<file path="config.mk">
export PLATFORM = sky130hd
export DESIGN_NAME = nibble_rtc
export DESIGN_NICKNAME = d
export VERILOG_FILES = /design/src/rtl/nrtc_pkg.sv /design/src/rtl/nrtc_prescaler.sv /design/src/rtl/nrtc_timekeeper.sv /design/src/rtl/nrtc_alarm.sv /design/src/rtl/nrtc_ram.sv /design/src/rtl/nibble_rtc.sv
export SDC_FILE = /design/constraint.sdc
export NUM_CORES = 1
export LEC_CHECK = 0
export ABC_CLOCK_PERIOD_IN_PS = 9400
export BUFFER_PORTS_ARGS = -buffer_cell sky130_fd_sc_hd__clkbuf_2
export CORE_UTILIZATION = 65
export DETAILED_ROUTE_END_ITERATION = 7
export PLACE_DENSITY = 0.82
export REMOVE_ABC_BUFFERS = 1
export SLEW_MARGIN = 20
export SYNTH_ARGS = -nofsm -noshare
export SYNTH_HDL_FRONTEND = slang
export SYNTH_HIERARCHICAL = 1
export SYNTH_SLANG_ARGS = --single-unit
export TNS_END_PERCENT = 20
</file>
<file path="constraint.sdc">
create_clock -name clk -period 9.4 [get_ports clk]
set_input_delay 1.88 -clock clk [delete_from_list [all_inputs] [get_ports clk]]
set_output_delay 1.88 -clock clk [all_outputs]
set_load 0.01 [all_outputs]
</file>
<file path="src/rtl/nrtc_pkg.sv">
package nrtc_pkg;
  localparam int NUM_TIME = 13;
  localparam int NUM_ALM  = 7;

  typedef logic [NUM_TIME-1:0][3:0] nib_file_t;
  typedef logic [NUM_ALM-1:0][3:0]  alm_file_t;

  typedef enum logic [1:0] {
    BANK_TIME  = 2'd0,
    BANK_CFG   = 2'd1,
    BANK_RAM_A = 2'd2,
    BANK_RAM_B = 2'd3
  } nrtc_bank_e;

  // digit positions inside bank 0 (alarm bank reuses 2..8)
  localparam logic [3:0] A_SEC_U = 4'd0;
  localparam logic [3:0] A_SEC_T = 4'd1;
  localparam logic [3:0] A_MIN_U = 4'd2;
  localparam logic [3:0] A_MIN_T = 4'd3;
  localparam logic [3:0] A_HR_U  = 4'd4;
  localparam logic [3:0] A_HR_T  = 4'd5;
  localparam logic [3:0] A_WDAY  = 4'd6;
  localparam logic [3:0] A_DAY_U = 4'd7;
  localparam logic [3:0] A_DAY_T = 4'd8;
  localparam logic [3:0] A_MON_U = 4'd9;
  localparam logic [3:0] A_MON_T = 4'd10;
  localparam logic [3:0] A_YR_U  = 4'd11;
  localparam logic [3:0] A_YR_T  = 4'd12;
  localparam logic [3:0] A_SEL24 = 4'd10;
  localparam logic [3:0] A_LEAP  = 4'd11;
  localparam logic [3:0] A_MODE  = 4'd13;
  localparam logic [3:0] A_TEST  = 4'd14;
  localparam logic [3:0] A_RSTC  = 4'd15;
  localparam logic [3:0] A_ALM_LO = 4'd2;
  localparam logic [3:0] A_ALM_HI = 4'd8;

  function automatic logic [6:0] bcd_val(input logic [3:0] t, input logic [3:0] u);
    return 7'(t) * 7'd10 + 7'(u);
  endfunction

  function automatic logic [3:0] tens_of(input logic [6:0] v);
    return 4'(v / 7'd10);
  endfunction

  function automatic logic [3:0] units_of(input logic [6:0] v);
    return 4'(v % 7'd10);
  endfunction

  function automatic logic [6:0] month_len(input logic [6:0] m, input logic leap0);
    case (m)
      7'd2:                        return leap0 ? 7'd29 : 7'd28;
      7'd4, 7'd6, 7'd9, 7'd11:     return 7'd30;
      default:                     return 7'd31;
    endcase
  endfunction
endpackage

</file>
<file path="src/rtl/nrtc_prescaler.sv">
module nrtc_prescaler #(
  parameter int SUB_DIV = 16
) (
  input  logic clk,
  input  logic rst_n,
  input  logic tick,
  input  logic run,
  input  logic clr,
  output logic sec_pulse
);
  localparam int CW = (SUB_DIV > 2) ? $clog2(SUB_DIV) : 1;
  localparam logic [CW-1:0] LAST = CW'(SUB_DIV - 1);

  logic [CW-1:0] cnt_q, cnt_d;

  always_comb begin
    cnt_d     = cnt_q;
    sec_pulse = 1'b0;
    if (clr) begin
      cnt_d = '0;
    end else if (tick && run) begin
      if (cnt_q == LAST) begin
        cnt_d     = '0;
        sec_pulse = 1'b1;
      end else begin
        cnt_d = cnt_q + 1'b1;
      end
    end
  end

  always_ff @(posedge clk or negedge rst_n) begin
    if (!rst_n) cnt_q <= '0;
    else        cnt_q <= cnt_d;
  end
endmodule

</file>
<file path="src/rtl/nrtc_timekeeper.sv">
module nrtc_timekeeper
  import nrtc_pkg::*;
(
  input  logic       clk,
  input  logic       rst_n,
  input  logic       sec_pulse,
  input  logic       wr_en,
  input  logic [3:0] waddr,
  input  logic [3:0] wdata,
  input  logic       leap_wr,
  input  logic       sel_wr,
  output nib_file_t  time_q,
  output logic [1:0] leap_q,
  output logic       mode24_q
);
  nib_file_t  t_d;
  logic [1:0] leap_d;
  logic       m24_d;
  logic       c_min, c_hr, c_day, c_mon, c_yr;
  logic [6:0] sec_v, min_v, hr_v, h12_v, nh_v, day_v, dim_v, mon_v, yr_v;
  logic [3:0] nh_t;
  logic       pm, npm;

  always_comb begin
    t_d    = time_q;
    leap_d = leap_q;
    m24_d  = mode24_q;
    c_min = 1'b0; c_hr = 1'b0; c_day = 1'b0; c_mon = 1'b0; c_yr = 1'b0;
    sec_v = bcd_val(time_q[A_SEC_T], time_q[A_SEC_U]);
    min_v = bcd_val(time_q[A_MIN_T], time_q[A_MIN_U]);
    hr_v  = bcd_val({2'b00, time_q[A_HR_T][1:0]}, time_q[A_HR_U]);
    h12_v = bcd_val({3'b000, time_q[A_HR_T][0]}, time_q[A_HR_U]);
    pm    = time_q[A_HR_T][1];
    day_v = bcd_val(time_q[A_DAY_T], time_q[A_DAY_U]);
    mon_v = bcd_val(time_q[A_MON_T], time_q[A_MON_U]);
    yr_v  = bcd_val(time_q[A_YR_T], time_q[A_YR_U]);
    dim_v = month_len(mon_v, leap_q == 2'd0);
    nh_v  = '0;
    nh_t  = '0;
    npm   = pm;

    // seconds stage
    if (sec_pulse) begin
      if (sec_v >= 7'd59) begin
        t_d[A_SEC_T] = '0; t_d[A_SEC_U] = '0; c_min = 1'b1;
      end else begin
        t_d[A_SEC_T] = tens_of(sec_v + 7'd1); t_d[A_SEC_U] = units_of(sec_v + 7'd1);
      end
    end
    // minutes stage
    if (c_min) begin
      if (min_v >= 7'd59) begin
        t_d[A_MIN_T] = '0; t_d[A_MIN_U] = '0; c_hr = 1'b1;
      end else begin
        t_d[A_MIN_T] = tens_of(min_v + 7'd1); t_d[A_MIN_U] = units_of(min_v + 7'd1);
      end
    end
    // hours stage, 24h or 12h with PM flag
    if (c_hr) begin
      if (mode24_q) begin
        if (hr_v >= 7'd23) begin
          nh_v = '0; c_day = 1'b1;
        end else begin
          nh_v = hr_v + 7'd1;
        end
        t_d[A_HR_T] = tens_of(nh_v); t_d[A_HR_U] = units_of(nh_v);
      end else begin
        if (h12_v == 7'd11) begin
          nh_v = 7'd12; npm = ~pm; c_day = pm;
        end else if (h12_v >= 7'd12) begin
          nh_v = 7'd1;
        end else begin
          nh_v = h12_v + 7'd1;
        end
        nh_t = tens_of(nh_v);
        t_d[A_HR_T] = {2'b00, npm, nh_t[0]}; t_d[A_HR_U] = units_of(nh_v);
      end
    end
    // day stage
    if (c_day) begin
      t_d[A_WDAY] = (time_q[A_WDAY] >= 4'd6) ? 4'd0 : time_q[A_WDAY] + 4'd1;
      if (day_v >= dim_v) begin
        t_d[A_DAY_T] = '0; t_d[A_DAY_U] = 4'd1; c_mon = 1'b1;
      end else begin
        t_d[A_DAY_T] = tens_of(day_v + 7'd1); t_d[A_DAY_U] = units_of(day_v + 7'd1);
      end
    end
    // month stage
    if (c_mon) begin
      if (mon_v >= 7'd12) begin
        t_d[A_MON_T] = '0; t_d[A_MON_U] = 4'd1; c_yr = 1'b1;
      end else begin
        t_d[A_MON_T] = tens_of(mon_v + 7'd1); t_d[A_MON_U] = units_of(mon_v + 7'd1);
      end
    end
    // year stage and leap counter
    if (c_yr) begin
      leap_d = leap_q + 2'd1;
      if (yr_v >= 7'd99) begin
        t_d[A_YR_T] = '0; t_d[A_YR_U] = '0;
      end else begin
        t_d[A_YR_T] = tens_of(yr_v + 7'd1); t_d[A_YR_U] = units_of(yr_v + 7'd1);
      end
    end
    // bus writes override the counted digit
    for (int i = 0; i < NUM_TIME; i++) begin
      if (wr_en && (waddr == 4'(i))) t_d[i] = wdata;
    end
    if (leap_wr) leap_d = wdata[1:0];
    if (sel_wr)  m24_d  = wdata[0];
  end

  always_ff @(posedge clk or negedge rst_n) begin
    if (!rst_n) begin
      time_q          <= '0;
      time_q[A_DAY_U] <= 4'd1;
      time_q[A_MON_U] <= 4'd1;
      leap_q          <= '0;
      mode24_q        <= 1'b1;
    end else begin
      time_q   <= t_d;
      leap_q   <= leap_d;
      mode24_q <= m24_d;
    end
  end
endmodule

</file>
<file path="src/rtl/nrtc_alarm.sv">
module nrtc_alarm
  import nrtc_pkg::*;
(
  input  logic       clk,
  input  logic       rst_n,
  input  logic       wr_en,
  input  logic [3:0] waddr,
  input  logic [3:0] wdata,
  input  logic       clr,
  input  logic       enable,
  input  nib_file_t  time_nib,
  output alm_file_t  alm_q,
  output logic       alarm_q
);
  alm_file_t          alm_d;
  logic [NUM_ALM-1:0] hit;
  logic               alarm_d;

  for (genvar i = 0; i < NUM_ALM; i++) begin : g_cmp
    assign hit[i] = (alm_q[i] == 4'hF) || (alm_q[i] == time_nib[i + 2]);
  end

  always_comb begin
    alm_d = alm_q;
    if (clr) begin
      alm_d = '0;
    end else begin
      for (int i = 0; i < NUM_ALM; i++) begin
        if (wr_en && (waddr == 4'(i + 2))) alm_d[i] = wdata;
      end
    end
    alarm_d = enable && !clr && (alarm_q || (&hit));
  end

  always_ff @(posedge clk or negedge rst_n) begin
    if (!rst_n) begin
      alm_q   <= '0;
      alarm_q <= 1'b0;
    end else begin
      alm_q   <= alm_d;
      alarm_q <= alarm_d;
    end
  end
endmodule

</file>
<file path="src/rtl/nrtc_ram.sv">
module nrtc_ram #(
  parameter int WORDS = 13
) (
  input  logic       clk,
  input  logic       rst_n,
  input  logic       wr_en,
  input  logic       wbank,
  input  logic [3:0] addr,
  input  logic [3:0] wdata,
  output logic [3:0] rd_a,
  output logic [3:0] rd_b
);
  localparam int NB = 2;
  logic [3:0] rd_bank [NB];

  for (genvar b = 0; b < NB; b++) begin : g_bank
    logic [WORDS-1:0][3:0] mem_q, mem_d;
    always_comb begin
      mem_d = mem_q;
      for (int i = 0; i < WORDS; i++) begin
        if (wr_en && (wbank == 1'(b)) && (addr == 4'(i))) mem_d[i] = wdata;
      end
    end
    always_ff @(posedge clk or negedge rst_n) begin
      if (!rst_n) mem_q <= '0;
      else        mem_q <= mem_d;
    end
    always_comb begin
      rd_bank[b] = '0;
      for (int i = 0; i < WORDS; i++) begin
        if (addr == 4'(i)) rd_bank[b] = mem_q[i];
      end
    end
  end

  assign rd_a = rd_bank[0];
  assign rd_b = rd_bank[1];
endmodule

</file>
<file path="src/rtl/nibble_rtc.sv">
module nibble_rtc
  import nrtc_pkg::*;
#(
  parameter int SUB_DIV = 16
) (
  input  logic       clk,
  input  logic       rst_n,
  input  logic       tick,
  input  logic [3:0] addr,
  input  logic [3:0] wdata,
  input  logic       wr,
  input  logic       rd,
  output logic [3:0] rdata,
  output logic       alarm,
  output logic       pulse_16hz,
  output logic       pulse_1hz
);
  logic [1:0] rsync_q;
  logic       rst_ni;
  logic [3:0] mode_q, mode_d, test_q, test_d, rdata_q, rdata_d, rd_mux;
  logic       en16_q, en16_d, en1_q, en1_d, p16_q, p1_q;
  logic       common, bank_wr, tk_wr, cfg_wr, alm_wr, ram_wr, rst_wr;
  logic       div_clr, alm_clr, sec_pulse;
  nrtc_bank_e bank;
  nib_file_t  time_nib;
  alm_file_t  alm_nib;
  logic [1:0] leap;
  logic       mode24;
  logic [3:0] ram_a, ram_b;

  // reset: asserted at once, released on the clock
  always_ff @(posedge clk or negedge rst_n) begin
    if (!rst_n) rsync_q <= 2'b00;
    else        rsync_q <= {rsync_q[0], 1'b1};
  end
  assign rst_ni = rsync_q[1];

  assign bank    = nrtc_bank_e'(mode_q[1:0]);
  assign common  = (addr >= A_MODE);
  assign bank_wr = wr && !common;
  assign tk_wr   = bank_wr && (bank == BANK_TIME);
  assign cfg_wr  = bank_wr && (bank == BANK_CFG);
  assign alm_wr  = cfg_wr && (addr >= A_ALM_LO) && (addr <= A_ALM_HI);
  assign ram_wr  = bank_wr && mode_q[1];
  assign rst_wr  = wr && (addr == A_RSTC);
  assign div_clr = rst_wr && wdata[1];
  assign alm_clr = rst_wr && wdata[0];

  nrtc_prescaler #(.SUB_DIV(SUB_DIV)) u_presc (
    .clk(clk), .rst_n(rst_ni), .tick(tick), .run(mode_q[3]),
    .clr(div_clr), .sec_pulse(sec_pulse)
  );

  nrtc_timekeeper u_time (
    .clk(clk), .rst_n(rst_ni), .sec_pulse(sec_pulse), .wr_en(tk_wr),
    .waddr(addr), .wdata(wdata),
    .leap_wr(cfg_wr && (addr == A_LEAP)), .sel_wr(cfg_wr && (addr == A_SEL24)),
    .time_q(time_nib), .leap_q(leap), .mode24_q(mode24)
  );

  nrtc_alarm u_alarm (
    .clk(clk), .rst_n(rst_ni), .wr_en(alm_wr), .waddr(addr), .wdata(wdata),
    .clr(alm_clr), .enable(mode_q[2]), .time_nib(time_nib),
    .alm_q(alm_nib), .alarm_q(alarm)
  );

  nrtc_ram #(.WORDS(NUM_TIME)) u_ram (
    .clk(clk), .rst_n(rst_ni), .wr_en(ram_wr), .wbank(mode_q[0]),
    .addr(addr), .wdata(wdata), .rd_a(ram_a), .rd_b(ram_b)
  );

  always_comb begin
    rd_mux = '0;
    if (addr == A_MODE) begin
      rd_mux = mode_q;
    end else if (addr == A_TEST) begin
      rd_mux = test_q;
    end else if (addr == A_RSTC) begin
      rd_mux = {en1_q, en16_q, 2'b00};
    end else begin
      unique case (bank)
        BANK_TIME: rd_mux = time_nib[addr];
        BANK_CFG: begin
          if ((addr >= A_ALM_LO) && (addr <= A_ALM_HI)) rd_mux = alm_nib[3'(addr - A_ALM_LO)];
          else if (addr == A_SEL24)                     rd_mux = {3'b000, mode24};
          else if (addr == A_LEAP)                      rd_mux = {2'b00, leap};
        end
        BANK_RAM_A: rd_mux = ram_a;
        BANK_RAM_B: rd_mux = ram_b;
      endcase
    end
  end

  always_comb begin
    mode_d  = (wr && addr == A_MODE) ? wdata : mode_q;
    test_d  = (wr && addr == A_TEST) ? wdata : test_q;
    en16_d  = rst_wr ? wdata[2] : en16_q;
    en1_d   = rst_wr ? wdata[3] : en1_q;
    rdata_d = rd ? rd_mux : rdata_q;
  end

  always_ff @(posedge clk or negedge rst_ni) begin
    if (!rst_ni) begin
      mode_q  <= '0;
      test_q  <= '0;
      en16_q  <= 1'b0;
      en1_q   <= 1'b0;
      rdata_q <= '0;
      p16_q   <= 1'b0;
      p1_q    <= 1'b0;
    end else begin
      mode_q  <= mode_d;
      test_q  <= test_d;
      en16_q  <= en16_d;
      en1_q   <= en1_d;
      rdata_q <= rdata_d;
      p16_q   <= en16_q && tick;
      p1_q    <= en1_q && sec_pulse;
    end
  end

  assign rdata      = rdata_q;
  assign pulse_16hz = p16_q;
  assign pulse_1hz  = p1_q;
endmodule

</file>
==> impl_metrics.env, run 1 <==
export IMPL_die_width_microns=163
export IMPL_layout_area_overhead_vs_synth_pct=5.78
export IMPL_synth_enable_flop_cells=0
export IMPL_count_of_different_cell_masters_after_synthesis=125
export IMPL_timing_setup_tns_ns=0
export IMPL_drcViolationCount=0
export IMPL_initial_core_util_pct=66.4
export IMPL_syn_inst=1817
export IMPL_multi_input_area_sq_um=10900
export IMPL_yosys_warnings=6
export IMPL_drt_wl_cell_microns=21.1
export IMPL_antenna_found_initial=0
export IMPL_timing_final_hold_violations=0
export IMPL_maximum_fanout_along_the_worst_path=14
export IMPL_cp_required_ns=9.80
export IMPL_placement_io_buffers=19
export IMPL_drt_pass1_iterations=6
export IMPL_die_area_sq_um=26500
export IMPL_cts_tree="yes"
export IMPL_drive_above_1_share_pct=13.8
export IMPL_root_buffer_cell="sky130_fd_sc_hd__clkbuf_16"
export IMPL_ffs_w_async_s_r_synth_pct=100
export IMPL_mostFrequentLayoutCells="sky130_fd_sc_hd__dfrtp_1, sky130_fd_sc_hd__nand2_1, sky130_fd_sc_hd__nor2_1, sky130_fd_sc_hd__a21oi_1, sky130_fd_sc_hd__mux2_2"
export IMPL_powerDensity_nw_per_um2=302
export IMPL_cts_hold_buffers_added=0
export IMPL_fp_dieH_microns=163
export IMPL_timing_clock_skew_ns=0.0144
export IMPL_ir_worst_vdd_mv=0.310
export IMPL_critical_path_endpoint_type="register"
export IMPL_nNetsFinal=1882
export IMPL_grt_start_max_net_pins=79
export IMPL_rsz0062_at_grt="no"
export IMPL_design_portCount=20
export IMPL_min_period_ns=5.03
export IMPL_place_hpwl_mm=31.0
export IMPL_critPathKind="reg2reg"
export IMPL_wl_mm=45.1
export IMPL_tritoncts_num_buffers=22
export IMPL_finalCritPeriodShare_pct=53.5
export IMPL_finalWeightedCongestion=0.932
export IMPL_layout_commonest_cell="sky130_fd_sc_hd__dfrtp_1"
export IMPL_htreeDepth=1
export IMPL_outcome="completed"
export IMPL_rows=58
export IMPL_synth_cell_area_sq_um=16800
export IMPL_violation_count_after_the_first_detailed_route_iteration=1959
export IMPL_p_leak_uw=0.00804
export IMPL_final_critical_path_setup_slack_ns=4.37
export IMPL_drtAntennaViolNets=0
export IMPL_first_global_vias=14000
export IMPL_actual_slew_at_the_worst_max_slew_pin_ns=1.10
export IMPL_synth_main_ff_cell="sky130_fd_sc_hd__dfrtp_1"
export IMPL_yosys_register_bits=210
export IMPL_cp_data_arrival_time_ns=5.42
export IMPL_post_cts_setup_buffers=0
export IMPL_pre_cts_slack_ns=3.91
export IMPL_ctsLongestPathBuffers=3
export IMPL_timing_max_cap_violations=0
export IMPL_clk_latency_ns=0.52
export IMPL_core_area_sq_um=25300
export IMPL_post_route_util_pct=70.3
export IMPL_final_seq_area_sq_um=5260
export IMPL_hold_path_class="reg2async"
export IMPL_tritoncts_num_sinks=210
export IMPL_max_clock_freq_mhz=199
export IMPL_grt_first_pass_wirelength_mm=72.9
export IMPL_globalRouteOverflowTotal=0
export IMPL_via_count=14700
export IMPL_report_final_setup_viol=0
export IMPL_start_kind="register"
export IMPL_filler_cells_inserted=1901
export IMPL_slew_limit_headroom_pct=26.6
export IMPL_ctsResizeCount=0
export IMPL_path_clk_slew_ns=0.06
export IMPL_avgSynthCellArea_sq_um=9.23
export IMPL_slew_viol_final=0
export IMPL_synth_yosys_seq_area_share_pct=31.3
export IMPL_grt_total_usage_pct=34.2
export IMPL_post_drt_via_cell_ratio=6.87
==> kinds of logic after synthesis <==
family / after synthesis / synth area share (%)
and+or+nand+nor: 569 / 17.3
AOI/OAI and AO/OA: 514 / 20.6
muxes: 214 / 14.7
DFF: 210 / 31.3
buffers and inverters: 133 / 3.83
xor gates and xnor gates: 93 / 5.56
adders and majority gates: 83 / 6.65
other: 1 / 0.0224
==> cell usage after synthesis (27+ instances only) <==
| cell | n | share of area [%] |
|---|---|---|
| sky130_fd_sc_hd__o21ai_0 | 79 | 2.4 |
| sky130_fd_sc_hd__ha_1 | 70 | 5.2 |
| sky130_fd_sc_hd__xor2_1 | 48 | 2.5 |
| sky130_fd_sc_hd__nand3_1 | 54 | 1.6 |
| sky130_fd_sc_hd__clkbuf_1 | 38 | 0.85 |
| sky130_fd_sc_hd__xnor2_1 | 36 | 1.9 |
| sky130_fd_sc_hd__nand2_1 | 146 | 3.3 |
| sky130_fd_sc_hd__inv_1 | 43 | 0.96 |
| sky130_fd_sc_hd__nor2_1 | 145 | 3.2 |
| sky130_fd_sc_hd__dfrtp_1 | 207 | 31 |
| sky130_fd_sc_hd__mux2_2 | 102 | 6.8 |
| sky130_fd_sc_hd__nor3_1 | 45 | 1.3 |
| sky130_fd_sc_hd__o21ai_1 | 51 | 1.5 |
| sky130_fd_sc_hd__mux2i_1 | 82 | 4.9 |
| sky130_fd_sc_hd__a21oi_1 | 128 | 3.8 |
| sky130_fd_sc_hd__a211oi_1 | 27 | 1.2 |
==> final cells by class <==
class,instances,share of cell area [%]
clock inverter,9,0.776
inverter,50,1.06
clock buffer,30,3.72
timing repair buffer,30,1.14
sequential,210,29.7
multi-input combinational,1474,61.3
antenna,2,0.0282
tap,330,2.33
==> metal layers <==
layer	track usage (%)	vias up	part of all wire (%)
met1	46.0	7146	42
met4	11.7	0	3.2
met2	55.2	694	47
li1	-	6709	-
met3	6.72	120	8.4
met5	0	-	0
==> report_power, final <==
group	switching, uW	internal (uW)
sequential	236	1080
combinational	1820	1270
clock	372	575
total	2430	2930
==> worst paths after layout <==
path                                        start                        end  slack (ns)  cells past startpoint
max in group asynchronous              rsync_q[1]  u_ram/g_bank[1].mem_q[50]        7.19                      2
worst max register to register  u_time/time_q[15]          u_time/time_q[10]        4.37                     16
worst min-delay path                   rsync_q[1]           u_time/time_q[0]        0.24                      0
worst min register to register         rsync_q[1]           u_time/time_q[0]        0.24                      0
worst max-delay path            u_time/time_q[15]          u_time/time_q[10]        4.37                     16
min in group clk                       rsync_q[0]                 rsync_q[1]        0.37                      0
==> state kept, by name, indices dropped and copies added, names as in the netlist, 2 cells and up <==
register / count
u_time/leap_q: 2
mode_q: 4
u_time/time_q: 52
u_presc/cnt_q: 4
rsync_q: 2
u_alarm/alm_q: 28
u_ram/g_bank.mem_q: 104
rdata: 4
test_q: 4
==> critical path: stages, from the launching register on <==
cell	delay [ns]
sky130_fd_sc_hd__dfrtp_1	0.64
sky130_fd_sc_hd__ha_1	0.33
sky130_fd_sc_hd__ha_1	0.21
sky130_fd_sc_hd__fa_1	0.68
sky130_fd_sc_hd__nand2b_1	0.17
sky130_fd_sc_hd__a2bb2oi_2	0.47
sky130_fd_sc_hd__xnor3_1	0.32
sky130_fd_sc_hd__o22ai_2	0.26
sky130_fd_sc_hd__or3_1	0.18
sky130_fd_sc_hd__and3_1	0.22
sky130_fd_sc_hd__o21ai_1	0.07
sky130_fd_sc_hd__mux2i_1	0.23
sky130_fd_sc_hd__ha_1	0.24
sky130_fd_sc_hd__a41oi_1	0.08
sky130_fd_sc_hd__a2111oi_4	0.32
sky130_fd_sc_hd__mux2i_1	0.14
sky130_fd_sc_hd__a221o_1	0.33
==> stage by stage <==
step | cells | instance area [sq um] | total power [uW] | hold slack [ns]
3_3_place_gp | 2093 | 16900 | 4210 | 0.344
6_report | 2135 | 17700 | 5350 | 0.240
4_1_cts | 2132 | 17700 | 5290 | 0.377
2_1_floorplan | 1734 | 16300 | 3620 | 0.331
5_1_grt | 2133 | 17700 | 5700 | 0.277
3_5_place_dp | 2093 | 16900 | 4320 | 0.353
Note: power is estimated with default switching activity, not from simulation.
==> inputs of run 2 (changes only) <==
Settings changed: ABC_CLOCK_PERIOD_IN_PS 9400 to 4500, CORE_UTILIZATION 65 to 59, PLACE_DENSITY 0.82 to 0.78.
Clock period 9.4 ns to 4.5 ns, I/O delays scaled along.
==> impl_metrics.env, run 2 (synthesized netlist as in run 1, its figures left out) <==
export IMPL_outcome="completed"
export IMPL_htreeDepth=1
export IMPL_cts_tree="yes"
export IMPL_share_clk_of_total_power_pct=17.2
export IMPL_drt_pass1_iterations=8
export IMPL_max_clock_freq_mhz=229
export IMPL_slowest_delay_ns=0.57
export IMPL_critical_path_depth=16
export IMPL_mostFrequentLayoutCells="sky130_fd_sc_hd__dfrtp_1, sky130_fd_sc_hd__nand2_1, sky130_fd_sc_hd__nor2_1, sky130_fd_sc_hd__a21oi_1, sky130_fd_sc_hd__mux2_2"
export IMPL_layout_area_overhead_vs_synth_pct=8.18
export IMPL_rows=61
export IMPL_start_kind="register"
export IMPL_finalWeightedCongestion=0.937
export IMPL_drt_wl_cell_microns=20.5
export IMPL_grt_total_usage_pct=31.4
export IMPL_rsz0062_at_grt="yes"
export IMPL_design_portCount=20
export IMPL_post_route_util_pct=65.1
export IMPL_grt_start_max_net_pins=110
export IMPL_die_area_sq_um=29100
export IMPL_p_int_uw=6270
export IMPL_wl_mm=45.4
export IMPL_antenna_found_initial=1
export IMPL_timing_max_cap_violations=0
export IMPL_fp_dieH_microns=171
export IMPL_power_switching_uw=5130
export IMPL_finalCritPeriodShare_pct=96.9
export IMPL_core_area_sq_um=27900
export IMPL_critPathTopFamily="adder cells"
export IMPL_place_hpwl_mm=31.7
export IMPL_via_count=14800
export IMPL_drcViolationCount=0
export IMPL_cpMaxStageDelayCell="sky130_fd_sc_hd__fa_1"
export IMPL_globalRouteOverflowTotal=0
export IMPL_min_period_ns=4.36
export IMPL_grt_first_pass_wirelength_mm=73.3
export IMPL_report_final_setup_viol=0
export IMPL_r2r_worst_path_cells=16
export IMPL_tritoncts_num_buffers=23
export IMPL_initial_core_util_pct=60.2
export IMPL_placement_io_buffers=19
export IMPL_layout_commonest_cell="sky130_fd_sc_hd__dfrtp_1"
export IMPL_drtAntennaViolNets=0
export IMPL_actual_slew_at_the_worst_max_slew_pin_ns=1.05
export IMPL_post_drt_via_cell_ratio=6.67
export IMPL_regs_by_ff_count="u_ram/g_bank.mem_q x104, u_time/time_q x52, u_alarm/alm_q x28"
export IMPL_max_flop_register="u_ram/g_bank.mem_q"
export IMPL_timing_final_hold_violations=0
export IMPL_largest_register_ffs=104
export IMPL_nNetsFinal=1915
export IMPL_violation_count_after_the_first_detailed_route_iteration=1629
export IMPL_root_buffer_cell="sky130_fd_sc_hd__clkbuf_16"
export IMPL_cp_required_ns=4.91
export IMPL_slew_viol_final=0
export IMPL_clk_latency_ns=0.52
export IMPL_first_global_vias=13900
export IMPL_ctsLongestPathBuffers=3
export IMPL_die_width_microns=171
export IMPL_critical_path_endpoint_type="register"
export IMPL_ir_worst_vdd_mv=0.612
export IMPL_path_clk_slew_ns=0.06
export IMPL_timing_clock_skew_ns=0.0101
export IMPL_powerDensity_nw_per_um2=628
export IMPL_timing_critical_path_cells="ha_1 > ha_1 > fa_1 > nand2b_1 > a2bb2oi_4 > xnor3_2 > o22ai_4 > or3_1 > and3_1 > o21ai_1 > mux2i_1 > ha_1 > a41oi_1 > a2111oi_4 > xnor2_1 > a221o_1"
export IMPL_cts_hold_buffers_added=0
export IMPL_totalPowerFinal_uw=11400
export IMPL_drive_above_1_share_pct=16.2
export IMPL_cp_data_arrival_time_ns=4.77
export IMPL_critical_path_top_cell_by_count="sky130_fd_sc_hd__ha_1"
export IMPL_netSwitchingFraction_pct=45.0
export IMPL_power_combinational_fraction_pct=59.2
export IMPL_tritoncts_num_sinks=210
export IMPL_hold_path_class="in2async"
export IMPL_antenna_diode_count=0
export IMPL_power_share_sequential_pct=23.6
export IMPL_worst_path_buf_inv=0
export IMPL_maximum_fanout_along_the_worst_path=6
export IMPL_slew_limit_headroom_pct=30.0
export IMPL_critPathKind="reg2reg"
export IMPL_p_leak_uw=0.00823
## run 2: path summary, 6_finish.rpt
kind | slack, ns | to | from
max reg2reg | 0.14 | u_time/time_q[9] | u_time/time_q[13]
min reg2reg | 0.25 | u_presc/cnt_q[3] | rsync_q[1]
min | 0.16 | rsync_q[1] | rst_n
max in group asynchronous | 3.42 | u_ram/g_bank[0].mem_q[16] | rsync_q[1]
min in group clk | 0.36 | rsync_q[1] | rsync_q[0]
max | 0.14 | u_time/time_q[9] | u_time/time_q[13]
## run 2: what timing repair did
action,4_1_cts,5_1_grt
setup buffers,0,2
setup endpoints to repair,2,28
pin swaps,0,2
gates resized for setup,0,23
hold endpoints to repair,0,0
## run 2: power groups by stage
stage / clock network [uW] / logic [uW] / registers (uW)
4_1_cts: 1960 / 6500 / 2680
3_3_place_gp: 0 / 6290 / 2680
3_5_place_dp: 0 / 6450 / 2710
2_1_floorplan: 0 / 4970 / 2580
6_report: 1960 / 6750 / 2690
5_1_grt: 2040 / 7370 / 2730
## run 2: cell type report
| type | instances | area, sq um |
|---|---|---|
| multi-input cells | 1474 | 11000 |
| repair buffers | 62 | 468 |
| inverters | 50 | 188 |
| clock inverters | 9 | 105 |
| clock buffers | 33 | 683 |
| flip-flops and latches | 210 | 5270 |
| fillers | 2208 | 9710 |
| well taps | 378 | 473 |
## run 2: per-stage QoR
step / worst slack (ns) / hold WS, ns / cells / area [sq um] / setup TNS (ns)
final: 0.138 / 0.157 / 2216 / 18100 / 0
after global routing: -0.0642 / 0.154 / 2216 / 18100 / -0.166
after CTS: -0.0581 / 0.151 / 2213 / 18000 / -0.0986
after detailed placement: -0.0402 / 0.336 / 2171 / 17200 / -0.0402
after global placement: 0.138 / 0.344 / 2171 / 17200 / 0
after floorplan: -1.78 / 0.331 / 1734 / 16300 / -365.19
## run 2: layer usage
metal,track usage (%),routed length [microns]
met4,9.09,1160
met5,0,0
met2,50.0,20800
met3,4.21,3370
met1,44.5,20000
